[config.mk]
export PLATFORM = sky130hd
export DESIGN_NAME = brclass_pred
export DESIGN_NICKNAME = d
export VERILOG_FILES = /design/src/rtl/bp_pkg.sv /design/src/rtl/bp_policy.sv /design/src/rtl/bp_sat_counter.sv /design/src/rtl/brclass_pred.sv
export SDC_FILE = /design/constraint.sdc
export NUM_CORES = 1
export LEC_CHECK = 0
export ABC_AREA = 1
export BUFFER_PORTS_ARGS = -buffer_cell sky130_fd_sc_hd__buf_2
export CAP_MARGIN = 10
export CORE_ASPECT_RATIO = 0.5
export CORE_MARGIN = 3
export CORE_UTILIZATION = 45
export CTS_BUF_LIST = sky130_fd_sc_hd__clkbuf_8 sky130_fd_sc_hd__clkbuf_16
export DETAILED_ROUTE_END_ITERATION = 12
export PLACE_DENSITY = 0.77
export SYNTH_ARGS = -nofsm -noshare
export SYNTH_HDL_FRONTEND = slang
export SYNTH_SLANG_ARGS = --single-unit
[constraint.sdc]
create_clock -name clk -period 1.5 [get_ports clk]
set_input_delay 0 -clock clk [delete_from_list [all_inputs] [get_ports clk]]
set_output_delay 0 -clock clk [all_outputs]
set_load 0.005 [all_outputs]
[src/rtl/bp_pkg.sv]
package bp_pkg;
  localparam int CLS_W  = 3;
  localparam int MODE_W = 2;

  typedef enum logic [CLS_W-1:0] {
    BC_JUMP     = 3'd0,
    BC_CALL     = 3'd1,
    BC_INDIRECT = 3'd2,
    BC_TRAP     = 3'd3,
    BC_LOOP     = 3'd4,
    BC_DECIDE   = 3'd5,
    BC_COND     = 3'd6,
    BC_RSVD     = 3'd7
  } br_class_e;

  typedef enum logic [MODE_W-1:0] {
    PM_BIAS_NT = 2'd0,
    PM_HINT    = 2'd1,
    PM_SIGN    = 2'd2,
    PM_DYN     = 2'd3
  } pol_mode_e;

  typedef struct packed {
    logic hint;
    logic disp_neg;
    logic dyn_ok;
    logic dyn_dir;
  } br_info_t;
endpackage

[src/rtl/bp_policy.sv]
module bp_policy
  import bp_pkg::*;
(
  input  logic [CLS_W-1:0]  cls,
  input  logic [MODE_W-1:0] mode,
  input  br_info_t          info,
  output logic              taken
);
  logic cond_dir;

  // Policy for general conditional branches, picked by mode
  always_comb begin
    unique case (pol_mode_e'(mode))
      PM_BIAS_NT: cond_dir = 1'b0;
      PM_HINT:    cond_dir = info.hint;
      PM_SIGN:    cond_dir = info.disp_neg;
      PM_DYN:     cond_dir = info.dyn_ok & info.dyn_dir;
      default:    cond_dir = 1'b0;
    endcase
  end

  always_comb begin
    unique case (br_class_e'(cls))
      BC_JUMP, BC_CALL, BC_INDIRECT, BC_TRAP, BC_LOOP: taken = 1'b1;
      BC_DECIDE: taken = info.dyn_ok ? info.dyn_dir : cond_dir;
      BC_COND:   taken = cond_dir;
      default:   taken = 1'b0;
    endcase
  end
endmodule

[src/rtl/bp_sat_counter.sv]
module bp_sat_counter #(
  parameter int W = 16
) (
  input  logic         clk,
  input  logic         rst,
  input  logic         inc,
  output logic [W-1:0] count
);
  localparam logic [W-1:0] TOP = {W{1'b1}};

  always_ff @(posedge clk) begin
    if (rst)
      count <= '0;
    else if (inc && count != TOP)
      count <= count + 1'b1;
  end
endmodule

[src/rtl/brclass_pred.sv]
module brclass_pred
  import bp_pkg::*;
#(
  parameter int CNT_W = 16
) (
  input  logic             clk,
  input  logic             rst,
  input  logic [1:0]       mode,
  input  logic             req_valid,
  input  logic [2:0]       req_class,
  input  logic             req_hint,
  input  logic             req_disp_neg,
  input  logic             dyn_valid,
  input  logic             dyn_taken,
  output logic             pred_valid,
  output logic             pred_taken,
  input  logic             res_valid,
  input  logic             res_taken,
  output logic [CNT_W-1:0] hit_count,
  output logic [CNT_W-1:0] miss_count
);
  localparam int NCNT = 2;

  br_info_t   info;
  logic       guess;
  logic [NCNT-1:0]  bump;
  logic [CNT_W-1:0] cnt [NCNT];

  assign info = '{hint: req_hint, disp_neg: req_disp_neg,
                  dyn_ok: dyn_valid, dyn_dir: dyn_taken};

  bp_policy u_policy (
    .cls   (req_class),
    .mode  (mode),
    .info  (info),
    .taken (guess)
  );

  always_ff @(posedge clk) begin
    if (rst) begin
      pred_valid <= 1'b0;
      pred_taken <= 1'b0;
    end else begin
      pred_valid <= req_valid;
      if (req_valid)
        pred_taken <= guess;
    end
  end

  // index 0 counts hits, index 1 counts misses
  assign bump[0] = res_valid & (res_taken == pred_taken);
  assign bump[1] = res_valid & (res_taken != pred_taken);

  for (genvar g = 0; g < NCNT; g++) begin : g_cnt
    bp_sat_counter #(.W(CNT_W)) u_cnt (
      .clk   (clk),
      .rst   (rst),
      .inc   (bump[g]),
      .count (cnt[g])
    );
  end

  assign hit_count  = cnt[0];
  assign miss_count = cnt[1];
endmodule

* After elaboration in Yosys (flattened, before gate mapping)
Cells that the tools add are included.
** Word-level totals
- Flip-flop bits (word level) :: 34
- Bits of input ports :: 14
- Output and inout port bits :: 34
- Logic and storage cells :: 30
** Cells by class
- Add/sub/neg operators :: 2
- Equal/unequal tests :: 13
- Multiplexer cells :: 3
- Bitwise gates (word level) :: 3
- Reduce and logical (&&, ||, !) cells :: 5
** Operator list (number)
- 16-bit by 1-bit adder with 16-bit output, second input constant :: 2
- 16-bit != test, second input constant :: 2
- 3-bit == test, second input constant :: 3
- 3-bit by 2-bit == test with 1-bit output, second input constant :: 2
- 5-bit OR reduction :: 1
- 2-bit == test, second input constant :: 2
- 1-bit one-hot mux with 4 select lines :: 1
- 1-bit AND :: 3
- 3-bit by 1-bit == test with 1-bit output, second input constant :: 1
- 3-bit logical NOT :: 1
- 1-bit one-hot mux with 3 select lines :: 1
- 2-bit by 1-bit == test with 1-bit output, second input constant :: 1
- 1-bit logical AND :: 2
- 2-bit logical NOT :: 1
- 1-bit == test :: 1
- 1-bit 2-to-1 mux :: 1
- 1-bit != test :: 1

* Longest topological paths before layout
Gate-level depths: netlist of the first run.
- Word-level depth :: 4
- Gate-level depth with buffers :: 10
- Gate-level depth less buffers :: 10

* Hierarchy
From an unflattened synthesis of the first run, not the netlist that was laid out.
** Unflattened totals
- Cells, all modules :: 330
- Area, all modules :: 2030.7 µm²
** Modules (own cells, without submodules)
- bp_sat_counter :: times used 2, cells an instance 149, area each 929.6 µm², sequential area each 320.3 µm²
- brclass_pred :: times used 1, cells an instance 18, area each 108.9 µm², sequential area each 40.0 µm²
- bp_policy :: times used 1, cells an instance 14, area each 62.6 µm², sequential area each 0.0 µm²

* Least setup slack after synthesis of the first run
OpenSTA, ideal clock, no wires.
- Kind :: register to register
- Start :: reg g_cnt[1].u_cnt.count[0]
- End :: reg g_cnt[1].u_cnt.count[15]
- Library setup time :: 0.115 ns
- Arrival time :: 1.413 ns
- Required time :: 1.385 ns
- Setup slack :: -0.028 ns
- Cell stages (with the launch flop) :: 10
- Buffers on the path :: 1
- Period minus slack after synthesis :: 1.528 ns
- Cell sequence :: dfxtp_1 ha_1 inv_1 nor2_2 nand2_2 nor2_2 nor2_4 buf_6 a21oi_1 nor2_1
** On the way
- Longest elaborated chain between the ends :: 2
- Elaborated cells on any way between the ends :: 3
- Those cells by class :: add/sub: 1; eq/ne: 1; reduce/logical: 1
** RTL lines
- start, declared :: RTL line bp_sat_counter.sv:7 : output logic [W-1:0] count
- start signal, assigned :: RTL line bp_sat_counter.sv:15 : count <= count + 1'b1;
- parallel branches: the longest is 2 deep, another holds 16-bit by 1-bit adder with 16-bit output
Parallel ways; which one is timed is not known.
A chain may end at the register's enable or synchronous reset.

* Final worst setup path of the first run
- Start :: reg g_cnt[1].u_cnt.count[1]
- End :: reg g_cnt[1].u_cnt.count[1]
The elaborated chain is that of the path after synthesis.

==> results of run 1 <==
## cells by family (layout without fill, tap and decap cells)
group / Yosys count / in the layout / share of synthesized area (%)
DFF: 34 / 34 / 31.68
xor gates and xnor gates: 14 / 14 / 5.708
adders and majority gates: 2 / 2 / 1.165
and+or+nand+nor: 200 / 202 / 41.29
AOI/OAI and AO/OA: 34 / 34 / 10.43
buffers and inverters: 40 / 118 / 9.726
## through the flow
stage,instances,setup WS [ps]
2_1_floorplan,324,13.83
3_3_place_gp,457,62.67
3_5_place_dp,457,-16.30
4_1_cts,467,6.951
5_1_grt,470,-24.75
6_report,470,77.87
## layout by cell type (no fill, tap or decap), drive strengths merged, types with 2 or more instances in the layout
| cell type | instances |
|---|---|
| xnor2 | 6 |
| clkinv | 3 |
| xor2 | 8 |
| nand4 | 9 |
| clkbuf | 6 |
| nor2 | 57 |
| nand2 | 113 |
| o21ai | 8 |
| inv | 32 |
| buf | 76 |
| ha | 2 |
| nand3 | 22 |
| dfxtp | 34 |
| a21oi | 24 |
## path summary, 6_finish.rpt
check                                             start                 endpoint  slack [ps]  cells after the start
worst min-delay path                            mode[0]               pred_taken          60                      4
worst max register to register  g_cnt[1].u_cnt.count[1]  g_cnt[1].u_cnt.count[1]          80                      9
worst min register to register  g_cnt[0].u_cnt.count[3]  g_cnt[0].u_cnt.count[3]         520                      2
worst max-delay path            g_cnt[1].u_cnt.count[1]  g_cnt[1].u_cnt.count[1]          80                      9
## cells in the mapped netlist, types with 6 or more instances
cell | count | share of area [%]
dfxtp_1 | 34 | 32
xnor2_1 | 6 | 2.4
nand2_2 | 7 | 2.0
nor2_1 | 47 | 8.2
inv_1 | 31 | 5.4
a21oi_2 | 12 | 4.9
nand3_1 | 22 | 5.1
o21ai_0 | 7 | 1.6
xor2_1 | 8 | 3.3
a21oi_1 | 12 | 2.8
nand4_1 | 9 | 2.6
nand2_1 | 102 | 18
## flip-flops by register name (all words and copies together) (netlist names)
signal	flops
g_cnt.u_cnt.count	32
pred_taken	1
pred_valid	1
## what timing repair did
item,4_1_cts,5_1_grt
gates resized for setup,3,18
gates cloned,1,1
buffers inserted,0,2
setup endpoints to repair,9,29
hold buffers,1,0
pin swaps,1,5
endpoints found under the hold margin,2,0
## power groups by stage
stage	Combinational [mW]	Clock, mW	Sequential, mW
3_5_place_dp	0.202	0	0.951
5_1_grt	0.259	0.745	0.937
2_1_floorplan	0.132	0	0.958
4_1_cts	0.207	0.707	0.931
3_3_place_gp	0.195	0	0.949
6_report	0.233	0.698	0.935
## area by class of cell
class	instances	area, sq um	area share, %
Clock inverter	2	8.758	0.3121
Inverter	33	132.6	4.726
Clock buffer	6	82.58	2.942
Timing Repair Buffer	77	462.9	16.50
Sequential cell	34	688.2	24.52
Tap cell	66	82.58	2.942
Multi-Input combinational cell	252	1349	48.06
## critical path, delay by kind of cell, from the launching register on
family | cells | cell delay [ps]
and+or+nand+nor | 5 | 430
adders and majority gates | 1 | 150
DFF | 1 | 360
buffers and inverters | 2 | 220
AOI/OAI and AO/OA | 1 | 160
## per-layer routing
metal  global-route usage (%)  part of all wire (%)
met1                    20.27                    42
met2                    41.13                    53
met3                    3.769                   3.8
met4                    4.415                  0.42
met5                        0                     0
==> results.md, run 1 <==
* Outcome: finished, final reports clean
* Gr ovfl total at 0
* Final Skew at 3.830 ps
* Hold WS at 57.59 ps
* Worst EP arrival at around 1600 ps
* First-pass DRT Iterations at 5
* Min-delay worst type: input port to flop
* Via Count at ~2,300
* Synth unique cells at 27
* Combinational share of power at between 10% and 20%
* Peak per-stage delay on the critical path at 360 ps
* Clock Sinks at 34
* Std cell rows at 17
* Endpoint type of the worst setup path: flop
* Num CTS Buffers at 5
* Synthesis Warnings at 0
* Setup TNS at 0 ps
* Setup Crit Path Kind: flop to flop
* Switching power total at between 400 and 500 uW
* Final ANT Viol Nets at 0
* DRC errors left at 0
* Switch share at a little over a quarter
* Syn_nets at 340
* Post-layout util at ~63%
* Clk pwr share at a little under two fifths
* Core footprint at approximately 0.0045 sq mm
* Internal power at between 1 and 1.5 mW
* Syn Area/Cell at between 6 and 7 sq um
* Cell Pwr Density at between 600 and 700 mW/mm^2
* Reg power frac at between 50% and 60%
* Root Driver: clkbuf_8
* H-tree levels at 2
* Initial DRC Count at slightly above 70
* Initial antenna violation count at 0
* Hold Vio Cnt, Final at 0
* Fillers at around 400
* Wire length of the first global-routing pass at between 8000 and 9000 um
* Clk pin slew, worst setup/hold paths at approximately 70 ps
* Total GRT Usage at about a fifth
* Layout Nets at around 420
* Rel. slew slack at about two thirds
* Ys async rst share at 0%
* Vias in the first global route at ~2,100
* Cells after synthesis at roughly 320
* CP Max Fanout at 11
* Overall routed net length at approximately 5700 um
* Pins over their slew limit at 0
* # setup viols final at 0
* Maximum clock path buffer count at 2
* CTS tree: done
* Maximum clock rate at 703.2 MHz
* Ant. Diodes at 0
* Actual slew at the worst max-slew pin at around 470 ps
* Chip height at between 50 and 60 um
* Sequential fraction of the synthesis area at 31.68%
* Layout area overhead at 30.63%
* RD Place Congestion at 0.7949
* Post-Syn Area at ~0.0021 sq mm
* Worst path required time at around 1700 ps
* Most used flip-flop cell after synthesis: dfxtp_1
* Fin area at between 0.002 and 0.003 sq mm
* Critical path's slowest cell: dfxtp_2
* Pin count of the biggest net entering global routing at 22
* Die area at 0.005689 sq mm
* Period utilization at a little over nine tenths
* Worst-Skew Late Latency at between 200 and 300 ps
* Number of vias per cell at between 4 and 5
* Tmin final at around 1400 ps
* Post-synth EDFFs at 0
* Startpoint types: flop
* Total design power at 1.867 mW
* Leak pwr at 1.258 nW
* Chip width at around 100 um
* DP Area at 0.002594 sq mm
* #FFs+latches synth at 34
* Max Cap Viol at 0
* Starting Density at between 40% and 50%
* Ports at 48
* IO Port Bufs at between 40 and 50
* Worst path cell trace: ha_4 -> inv_1 -> nor2_2 -> nand2_2 -> nor2_4 -> nor2_4 -> buf_4 -> o21ai_0 -> nor2_1
* Routed len/inst at about 12 um
* Detailed placement HPWL at between 3000 and 4000 um
* Maximum vdd drop at 375.9 uV
* Worst path most repeated cell: nor2_4
* Share of cells above drive strength 1 at approximately 33%
No activity file was read; power rests on OpenSTA's default activity.
==> run 2: changes to the inputs <==
- ABC_AREA: 1 -> unset
- PLACE_DENSITY: 0.77 -> 0.78
==> run 2 against run 1 <==
  * The flow now finishes with violations (negative setup slack)
  * Sequential cell count unchanged
  * Maximum frequency decreased by 18%
  * Utilization increased by 21 points
  * Largest power group unchanged
==> results.md, run 2 <==
* Mux share of post-synthesis cell area at 6.456% (was 0%)
* Initial antenna violation count at 0 (unchanged)
* Worst path bufs/invs at 0 (was 2)
* Worst-Skew Late Latency at 300 ps (was 280 ps)
* Ports at 48 (unchanged)
* Routed len/inst at 18.56 um (was 12.10 um)
* Final ANT Viol Nets at 0 (unchanged)
* Worst r2r path cells at 4 (was 9)
* Cell with the most instances after synthesis: dfxtp_1 (was nand2_1)
* H-tree levels at 2 (unchanged)
* Final Non-Filler Cells at 387 (was 470)
* Post-Syn Area at 0.001861 sq mm (was 0.002148 sq mm)
* Period utilization at 115.6% (was 94.81%)
* Hold Crit Depth at 4 (unchanged)
* Area contributors post-synth: dfxtp_1 (37%), o31ai_1 (5.6%), a21oi_1 (5.4%) (was dfxtp_1 (32%), nand2_1 (18%), nor2_1 (8.2%))
* Worst path required time at 1650 ps (was 1670 ps)
* RD Place Congestion at 0.8768 (was 0.7949)
* Sequential fraction of the synthesis area at 36.58% (was 31.68%)
* Syn Area/Cell at 8.496 sq um (was 6.631 sq um)
* Clk pwr share at 44.1% (was 37.4%)
* Synth top area share at 36.58% (was 31.68%)
* Setup Crit Path Kind: flop to flop (unchanged)
* Maximum clock path buffer count at 2 (unchanged)
* Clk pin slew, worst setup/hold paths at 90 ps (was 70 ps)
* Ant. Diodes at 0 (unchanged)
* Gr ovfl total at 0 (unchanged)
* Synth unique cells at 41 (was 27)
* DRC errors left at 0 (unchanged)
* Setup TNS at -1712 ps (was 0 ps)
* Hold Vio Cnt, Final at 0 (unchanged)
* Violated checks: negative setup slack
* Fin area at 0.003089 sq mm (was 0.002806 sq mm)
* Root Driver: clkbuf_8 (unchanged)
* Worst path cell trace: xor2_4 -> nand3_2 -> o311ai_0 -> o41ai_1 (was ha_4 -> inv_1 -> nor2_2 -> nand2_2 -> nor2_4 -> nor2_4 -> buf_4 -> o21ai_0 -> nor2_1)
* Initial DRC Count at 141 (was 71)
* Combinational share of power at 9.6% (was 12.5%)
* Core footprint at 0.003697 sq mm (was 0.004488 sq mm)
* Total design power at 2.002 mW (was 1.867 mW)
* Actual slew at the worst max-slew pin at 504.5 ps (was 473.9 ps)
* Num CTS Buffers at 5 (unchanged)
* Starting Density at 50.32% (was 47.87%)
* Syn_nets at 235 (was 340)
* Detailed placement HPWL at 3785 um (was 3974 um)
* Overall routed net length at 7184 um (was 5687 um)
* Number of vias per cell at 6.155 (was 4.938)
* Total GRT Usage at 24.09% (was 19.16%)
* Die area at 0.004989 sq mm (was 0.005689 sq mm)
* Flop-to-flop setup slack at -230 ps (was 80 ps)
* Post-layout util at 83.55% (was 62.53%)
* Internal power at 1.493 mW (was 1.378 mW)
* Leak pwr at 1.277 nW (was 1.258 nW)
* Max reg flops at 32 (unchanged)
* Min-delay worst type: input port to flop (unchanged)
* Switch share at 25.44% (was 26.17%)
* CP Max Fanout at 6 (was 11)
* Critical path's slowest cell: o311ai_0 (was dfxtp_2)
* Std cell rows at 15 (was 17)
* Pre-CTS WS at -173.8 ps (was -16.30 ps)
* RSZ-0062 raised after global routing: yes
* Post-synth EDFFs at 0 (unchanged)
* Maximum vdd drop at 433.3 uV (was 375.9 uV)
* Final Skew at 14.26 ps (was 3.830 ps)
* Switching power total at 509.3 uW (was 488.5 uW)
* Layout Nets at 351 (was 419)
* Ys async rst share at 0% (unchanged)
* Biggest regs: g_cnt.u_cnt.count: 32 flops, pred_taken: 1 flops, pred_valid: 1 flops (unchanged)
* Pin count of the biggest net entering global routing at 17 (was 22)
* Worst EP arrival at 1880 ps (was 1600 ps)
* Clock Sinks at 34 (unchanged)
* Maximum clock rate at 576.5 MHz (was 703.2 MHz)
* Share of cells above drive strength 1 at 60.12% (was 33.17%)
* Post-Synth Simple-Gate Area at 32.82% (was 41.29%)
* Startpoint types: flop (unchanged)
* Rel. slew slack at 65.94% (was 68.37%)
* Reg power frac at 46.3% (was 50.1%)
* Cell Count Post-Placement at 363 (was 457)
* First-pass DRT Iterations at 4 (was 5)
* Yosys top cell by area: dfxtp_1 (unchanged)
* Synthesis Warnings at 0 (unchanged)
* Xor/xnor share of the synthesized area at 1.748% (was 5.708%)
* IO Port Bufs at 47 (unchanged)
* CTS tree: done (unchanged)
* Hold WS at 2.731 ps (was 57.59 ps)
* Vias in the first global route at 2,052 (was 2,132)
* Most used flip-flop cell after synthesis: dfxtp_1 (unchanged)
* Layout area overhead at 66.04% (was 30.63%)
* Largest family of logic cells by synthesized area: simple AND/OR/NAND/NOR gates (unchanged)
* # setup viols final at 26 (was 0)
* Tmin final at 1735 ps (was 1422 ps)
* Final worst slack at -234.6 ps (was 77.87 ps)
* Synth Area in Compound Gates at 17.48% (was 10.43%)
* Most frequent cells in the layout: buf_4 (62), buf_2 (47), nand2_1 (20) (was nand2_1 (100), buf_2 (47), nor2_1 (43))
* R2r endpoint: g_cnt[1].u_cnt.count[6] (was g_cnt[1].u_cnt.count[1])
* Crit path max-delay family: compound AO/OA/AOI/OAI gates (was simple AND/OR/NAND/NOR gates)
* Worst R2R Start: pred_taken (was g_cnt[1].u_cnt.count[1])
* Endpoint type of the worst setup path: flop (unchanged)
* Hold Startpoint: req_class[1] (was mode[0])
* Most common cell after layout, fill and taps aside: buf_4 (was nand2_1)
* Chip height at 51.47 um (was 54.86 um)
* Pins over their slew limit at 0 (unchanged)
* Post-synth top cells: dfxtp_1 (34), nand2_1 (21), a21oi_1 (20) (was nand2_1 (102), nor2_1 (47), dfxtp_1 (34))
* Adder-cell share of the synthesized area at 1.345% (was 1.165%)
* Largest register by flop count: g_cnt.u_cnt.count (unchanged)
* Hold path endpoint: pred_taken (unchanged)
* Via Count at 2,382 (was 2,321)
* Wire length of the first global-routing pass at 9632 um (was 8928 um)
* Outcome: finished with violations (was finished, final reports clean)
* Chip width at 96.94 um (was 103.7 um)
* Peak per-stage delay on the critical path at 530 ps (was 360 ps)
* Cell Pwr Density at 648.2 mW/mm^2 (was 665.2 mW/mm^2)
* Max Cap Viol at 0 (unchanged)
* DP Area at 0.002545 sq mm (was 0.002594 sq mm)
* Cells after synthesis at 219 (was 324)
* #FFs+latches synth at 34 (unchanged)
run 2: cell families after synthesis:
kind of cell / count (synthesis)
muxes: 11
adders and majority gates: 2
buffers and inverters: 14
DFF: 34
and+or+nand+nor: 105
xor gates and xnor gates: 2
AOI/OAI and AO/OA: 51
run 2: power groups by stage:
stage	Combinational, mW	Sequential [mW]	Clock [mW]
floorplan	0.0735	0.951	0
global placement	0.159	0.945	0
detailed placement	0.164	0.946	0
CTS	0.180	0.931	0.875
global route	0.209	0.927	0.938
finish	0.193	0.926	0.883
run 2: how the worst max path moves through the flow:
stage                          start                       end  slack (ps)  cells after the start
final                     pred_taken   g_cnt[1].u_cnt.count[6]        -230                      4
after global routing      pred_taken   g_cnt[1].u_cnt.count[6]        -290                      4
after CTS                 pred_taken  g_cnt[0].u_cnt.count[10]         -90                      5
after detailed placement  pred_taken  g_cnt[1].u_cnt.count[15]        -170                      4
after global placement    pred_taken  g_cnt[1].u_cnt.count[15]        -110                      4
after floorplan           pred_taken  g_cnt[1].u_cnt.count[15]         -40                      4
run 2: metal layers:
metal,vias to the layer above,part of all wire (%),track usage [%],routed length (um)
met3,48,7.4,6.948,530
met5,-,0,0,0
li1,1070,-,-,-
met1,1114,39,27.30,2803
met4,0,6.0,6.527,431
met2,150,48,45.09,3419
run 2: worst min-delay path: stages:
cell and delay [ps]:
buf_2 90, o21ai_0 70, nand2_1 70, a211oi_1 50
run 2: cell type report:
class / instances / area, sq um
fillers: 182 / 608.1
repair buffers: 117 / 798.3
inverters: 6 / 22.52
clock buffers: 5 / 68.82
clock inverters: 3 / 45.04
well taps: 51 / 63.81
flip-flops and latches: 34 / 719.4
multi-input cells: 171 / 1371
run 2: timing repair:
action | in CTS | in global routing
resized for setup | 33 | 44
setup buffers | 7 | 6
gates cloned | 0 | 2
pin swaps | 7 | 12
setup endpoints to repair | 24 | 30
hold buffers | 1 | 0
hold endpoints to repair | 2 | 0
==> run 3: changes to the inputs <==
- CELL_PAD_IN_SITES_DETAIL_PLACEMENT: unset -> 2
- CELL_PAD_IN_SITES_GLOBAL_PLACEMENT: unset -> 2
- CORE_UTILIZATION: 45 -> 27
- PLACE_DENSITY: 0.78 -> 0.8
- SLEW_MARGIN: unset -> 10
==> run 3 against run 2 <==
  * The flow now stops in 5_1_grt
  * Synthesized cell count unchanged
  * Area after synthesis unchanged
==> results.md, run 3 <==
* Stop stage: 5_1_grt
* Ports at 48 (unchanged)
* Ys async rst share at 0% (unchanged)
* CTS Hold Bufs at 0 (was 1)
* Most used flip-flop cell after synthesis: dfxtp_1 (unchanged)
* Starting Density at 29.27% (was 50.32%)
* Post-synth EDFFs at 0 (unchanged)
* First Err: [ERROR DPL-0033] detailed placement checks failed during check placement.
* Pin count of the biggest net entering global routing at 38
* Area contributors post-synth: dfxtp_1 (37%), o31ai_1 (5.6%), a21oi_1 (5.4%) (unchanged)
* Synthesis Warnings at 0 (unchanged)
* Cell Count Post-Placement at 408 (was 363)
* Std cell rows at 20 (was 15)
* #FFs+latches synth at 34 (unchanged)
* Cells after synthesis at 219 (unchanged)
* Synth unique cells at 41 (unchanged)
* Syn Area/Cell at 8.496 sq um (unchanged)
* RD Place Congestion at 0.8117 (was 0.8768)
* Initial antenna violation count at 2
* Chip width at 123.4 um (was 96.94 um)
* Clock Sinks at 34 (unchanged)
* H-tree levels at 2 (unchanged)
* IO Port Bufs at 47 (unchanged)
* Worst EP kind: register input
* Yosys top cell by area: dfxtp_1 (unchanged)
* Root Driver: clkbuf_16 (was clkbuf_8)
* Pre-CTS WS at -218.5 ps (was -173.8 ps)
* Chip height at 64.70 um (was 51.47 um)
* Syn_nets at 235 (unchanged)
* GRT repair_timing worst endpoint: g_cnt[1].u_cnt.count[14]$_SDFFE_PP0P_/D
* Outcome: stopped before the end (was finished with violations)
* Post-Syn Area at 0.001861 sq mm (unchanged)
* Sequential fraction of the synthesis area at 36.58% (unchanged)
* Detailed placement HPWL at 5778 um (was 3785 um)
* Post-synth top cells: dfxtp_1 (34), nand2_1 (21), a21oi_1 (20) (unchanged)
* Synth top area share at 36.58% (unchanged)
* Maximum clock path buffer count at 2 (unchanged)
* Num CTS Buffers at 5 (unchanged)
* Cell with the most instances after synthesis: dfxtp_1 (unchanged)
run 3: cell counts after synthesis:
Identical to the previous run, type by type.
run 3: kinds of logic after synthesis:
logic type	Yosys count	share of synthesized area, %
and+or+nand+nor	105	32.82
AOI/OAI and AO/OA	51	17.48
DFF	34	36.58
buffers and inverters	14	3.563
muxes	11	6.456
xor gates and xnor gates	2	1.749
adders and majority gates	2	1.345
run 3: through the flow:
step           instance area (sq um)  setup TNS, ps
2_1_floorplan                   1888         -41.66
3_3_place_gp                    2664         -721.3
3_5_place_dp                    2664          -2664
4_1_cts                         3095          -2742
run 3: timing repair:
action,4_1_cts
gates resized for setup,44
setup buffers,15
endpoints found under the setup margin,28
pin swaps,19
==> run 4: changes to the inputs <==
- CELL_PAD_IN_SITES_DETAIL_PLACEMENT: 2 -> unset
- CELL_PAD_IN_SITES_GLOBAL_PLACEMENT: 2 -> unset
- CORE_ASPECT_RATIO: 0.5 -> unset
- CORE_UTILIZATION: 27 -> 30
- CTS_BUF_LIST: sky130_fd_sc_hd__clkbuf_8 sky130_fd_sc_hd__clkbuf_16 -> unset
- PLACE_DENSITY: 0.8 -> unset
- PLACE_DENSITY_LB_ADDON: unset -> 0.15
- clock period: 1.5 -> 2 ns (I/O delays scaled with it)
==> run 4 against run 3 <==
  * The run now ends clean
==> results.md, run 4 (synthesis gave the netlist of run 2 again) <==
* Outcome: finished, final reports clean (was stopped before the end)
* Worst-Skew Late Latency at about 280 ps
* Worst path required time at between 2000 and 2500 ps
* Period utilization at 90.95%
* Core footprint at about 0.006 sq mm
* Total GRT Usage at about 14%
* Maximum vdd drop at ~260 uV
* Startpoint types: flop
* Cell Pwr Density at approximately 600 mW/mm^2
* Setup Crit Path Kind: flop to flop
* Most common cell after layout, fill and taps aside: buf_2
* Crit path max-delay family: simple AND/OR/NAND/NOR gates
* Total setup buffers inserted after CTS at 0 (was 15)
* Maximum clock path buffer count at 2 (unchanged)
* Clock Sinks at 34 (unchanged)
* Rel. slew slack at 62.11%
* Chip width at 84.75 um (was 123.4 um)
* Worst path cell trace: xnor2_2 -> nand4_2 -> or4_1 -> a21oi_1
* Routed len/inst at 13.88 um
* Initial antenna violation count at 0
* Via Count at 1,861
* Actual slew at the worst max-slew pin at 565.3 ps
* Vias in the first global route at 1,685
* Die area at roughly 0.0072 sq mm
* RSZ-0062 raised after global routing: no
* Ports at 48 (unchanged)
* Root Driver: clkbuf_8 (was clkbuf_16)
* Pin count of the biggest net entering global routing at 27
* H-tree levels at 2 (unchanged)
* Final ANT Viol Nets at 0
* Pins over their slew limit at 0
* Num CTS Buffers at 5 (unchanged)
* Maximum clock rate at 549.7 MHz
* CTS tree: done
* Clk pin slew, worst setup/hold paths at ~70 ps
* Number of vias per cell at between 5 and 6
* Max reg flops at 32
* Initial DRC Count at 125
* Fin area at between 0.002 and 0.0025 sq mm
* Most frequent cells in the layout: buf_2 (47), dfxtp_1 (34), nand2_1 (21)
* Final Skew at ~6.2 ps
* Largest register by flop count: g_cnt.u_cnt.count
* # setup viols final at 0
* Chip height at 84.75 um (was 64.70 um)
* Detailed placement HPWL at 3473 um (was 5778 um)
* Endpoint type of the worst setup path: flop
* Fillers at 652
* Starting Density at 31.24% (was 29.27%)
* First-pass DRT Iterations at 4
* Std cell rows at 28 (was 20)
* Critical path's slowest cell: or4_1
* Tmin final at between 1500 and 2000 ps
* RD Place Congestion at 0.7875 (was 0.8117)
* CP Max Fanout at 14
* Ant. Diodes at 0
* Leak pwr at about 0.88 nW
* Layout Nets at ~290
* Worst EP arrival at between 2000 and 2500 ps
* CTS-repair resized insts at 0 (was 44)
* Peak per-stage delay on the critical path at 580 ps
* Overall routed net length at around 4800 um
* Setup TNS at 0 ps
* Max Cap Viol at 0
* Hold Vio Cnt, Final at 0
* Share of cells above drive strength 1 at between 20% and 30%
* Wire length of the first global-routing pass at just over 8000 um
* DRC errors left at 0
* Layout area overhead at 23.74%
* IO Port Bufs at 47 (unchanged)
* Worst path bufs/invs at 0
* Biggest regs: g_cnt.u_cnt.count: 32 flops, pred_taken: 1 flops, pred_valid: 1 flops
* Gr ovfl total at 0
* Min-delay worst type: input port to flop
* DP Area at 0.002182 sq mm (was 0.002664 sq mm)
==> run 4: per-stage QoR <==
stage	hold WS [ps]	power, mW	cells	util [%]	worst slack, ps
floorplan	128.2	0.7671	219	-	374.5
global placement	260.5	0.8098	337	36.64	241.7
detailed placement	270.9	0.8108	337	36.64	182.1
CTS	21.67	1.422	346	38.66	153.2
global route	57.12	1.467	346	38.66	34.56
finish	29.55	1.398	346	38.66	180.9
==> run 4: area by class of cell <==
type,count,area [sq um],share of cell area [%]
Clock buffer,8,110.1,4.783
Inverter,6,22.52,0.9783
Timing Repair Buffer,52,275.3,11.96
Multi-Input combinational cell,171,1120,48.64
Sequential cell,34,680.7,29.57
Tap cell,75,93.84,4.076
==> run 4: power by group <==
group,internal (mW),total [mW],switching [mW]
logic,0.0405,0.0986,0.0581
registers,0.686,0.697,0.0109
clock network,0.348,0.602,0.254
total,1.07,1.40,0.323
==> run 4: path summary, 6_finish.rpt <==
path | start | endpoint | slack (ps) | cells after the start
worst max-delay path | pred_taken | g_cnt[0].u_cnt.count[15] | 180 | 4
worst min-delay path | req_class[1] | pred_taken | 30 | 4
worst max register to register | pred_taken | g_cnt[0].u_cnt.count[15] | 180 | 4
worst min register to register | g_cnt[1].u_cnt.count[1] | g_cnt[1].u_cnt.count[1] | 490 | 2
==> run 4: worst min-delay path: stages <==
cell      delay [ps]
buf_2             90
o21ai_0           60
nand2_1           60
a211oi_1          60
==> run 4: routing by layer <==
metal	vias up	global-route usage, %	share of wire [%]
li1	944	-	-
met1	853	18.85	50
met2	58	20.71	43
met3	6	3.729	5.0
met4	0	4.460	1.5
met5	-	0	0
==> run 4: repair_timing <==
item                                   CTS  global route
endpoints found under the hold margin    1             0
hold buffers                             1             0
setup endpoints to repair                0             0
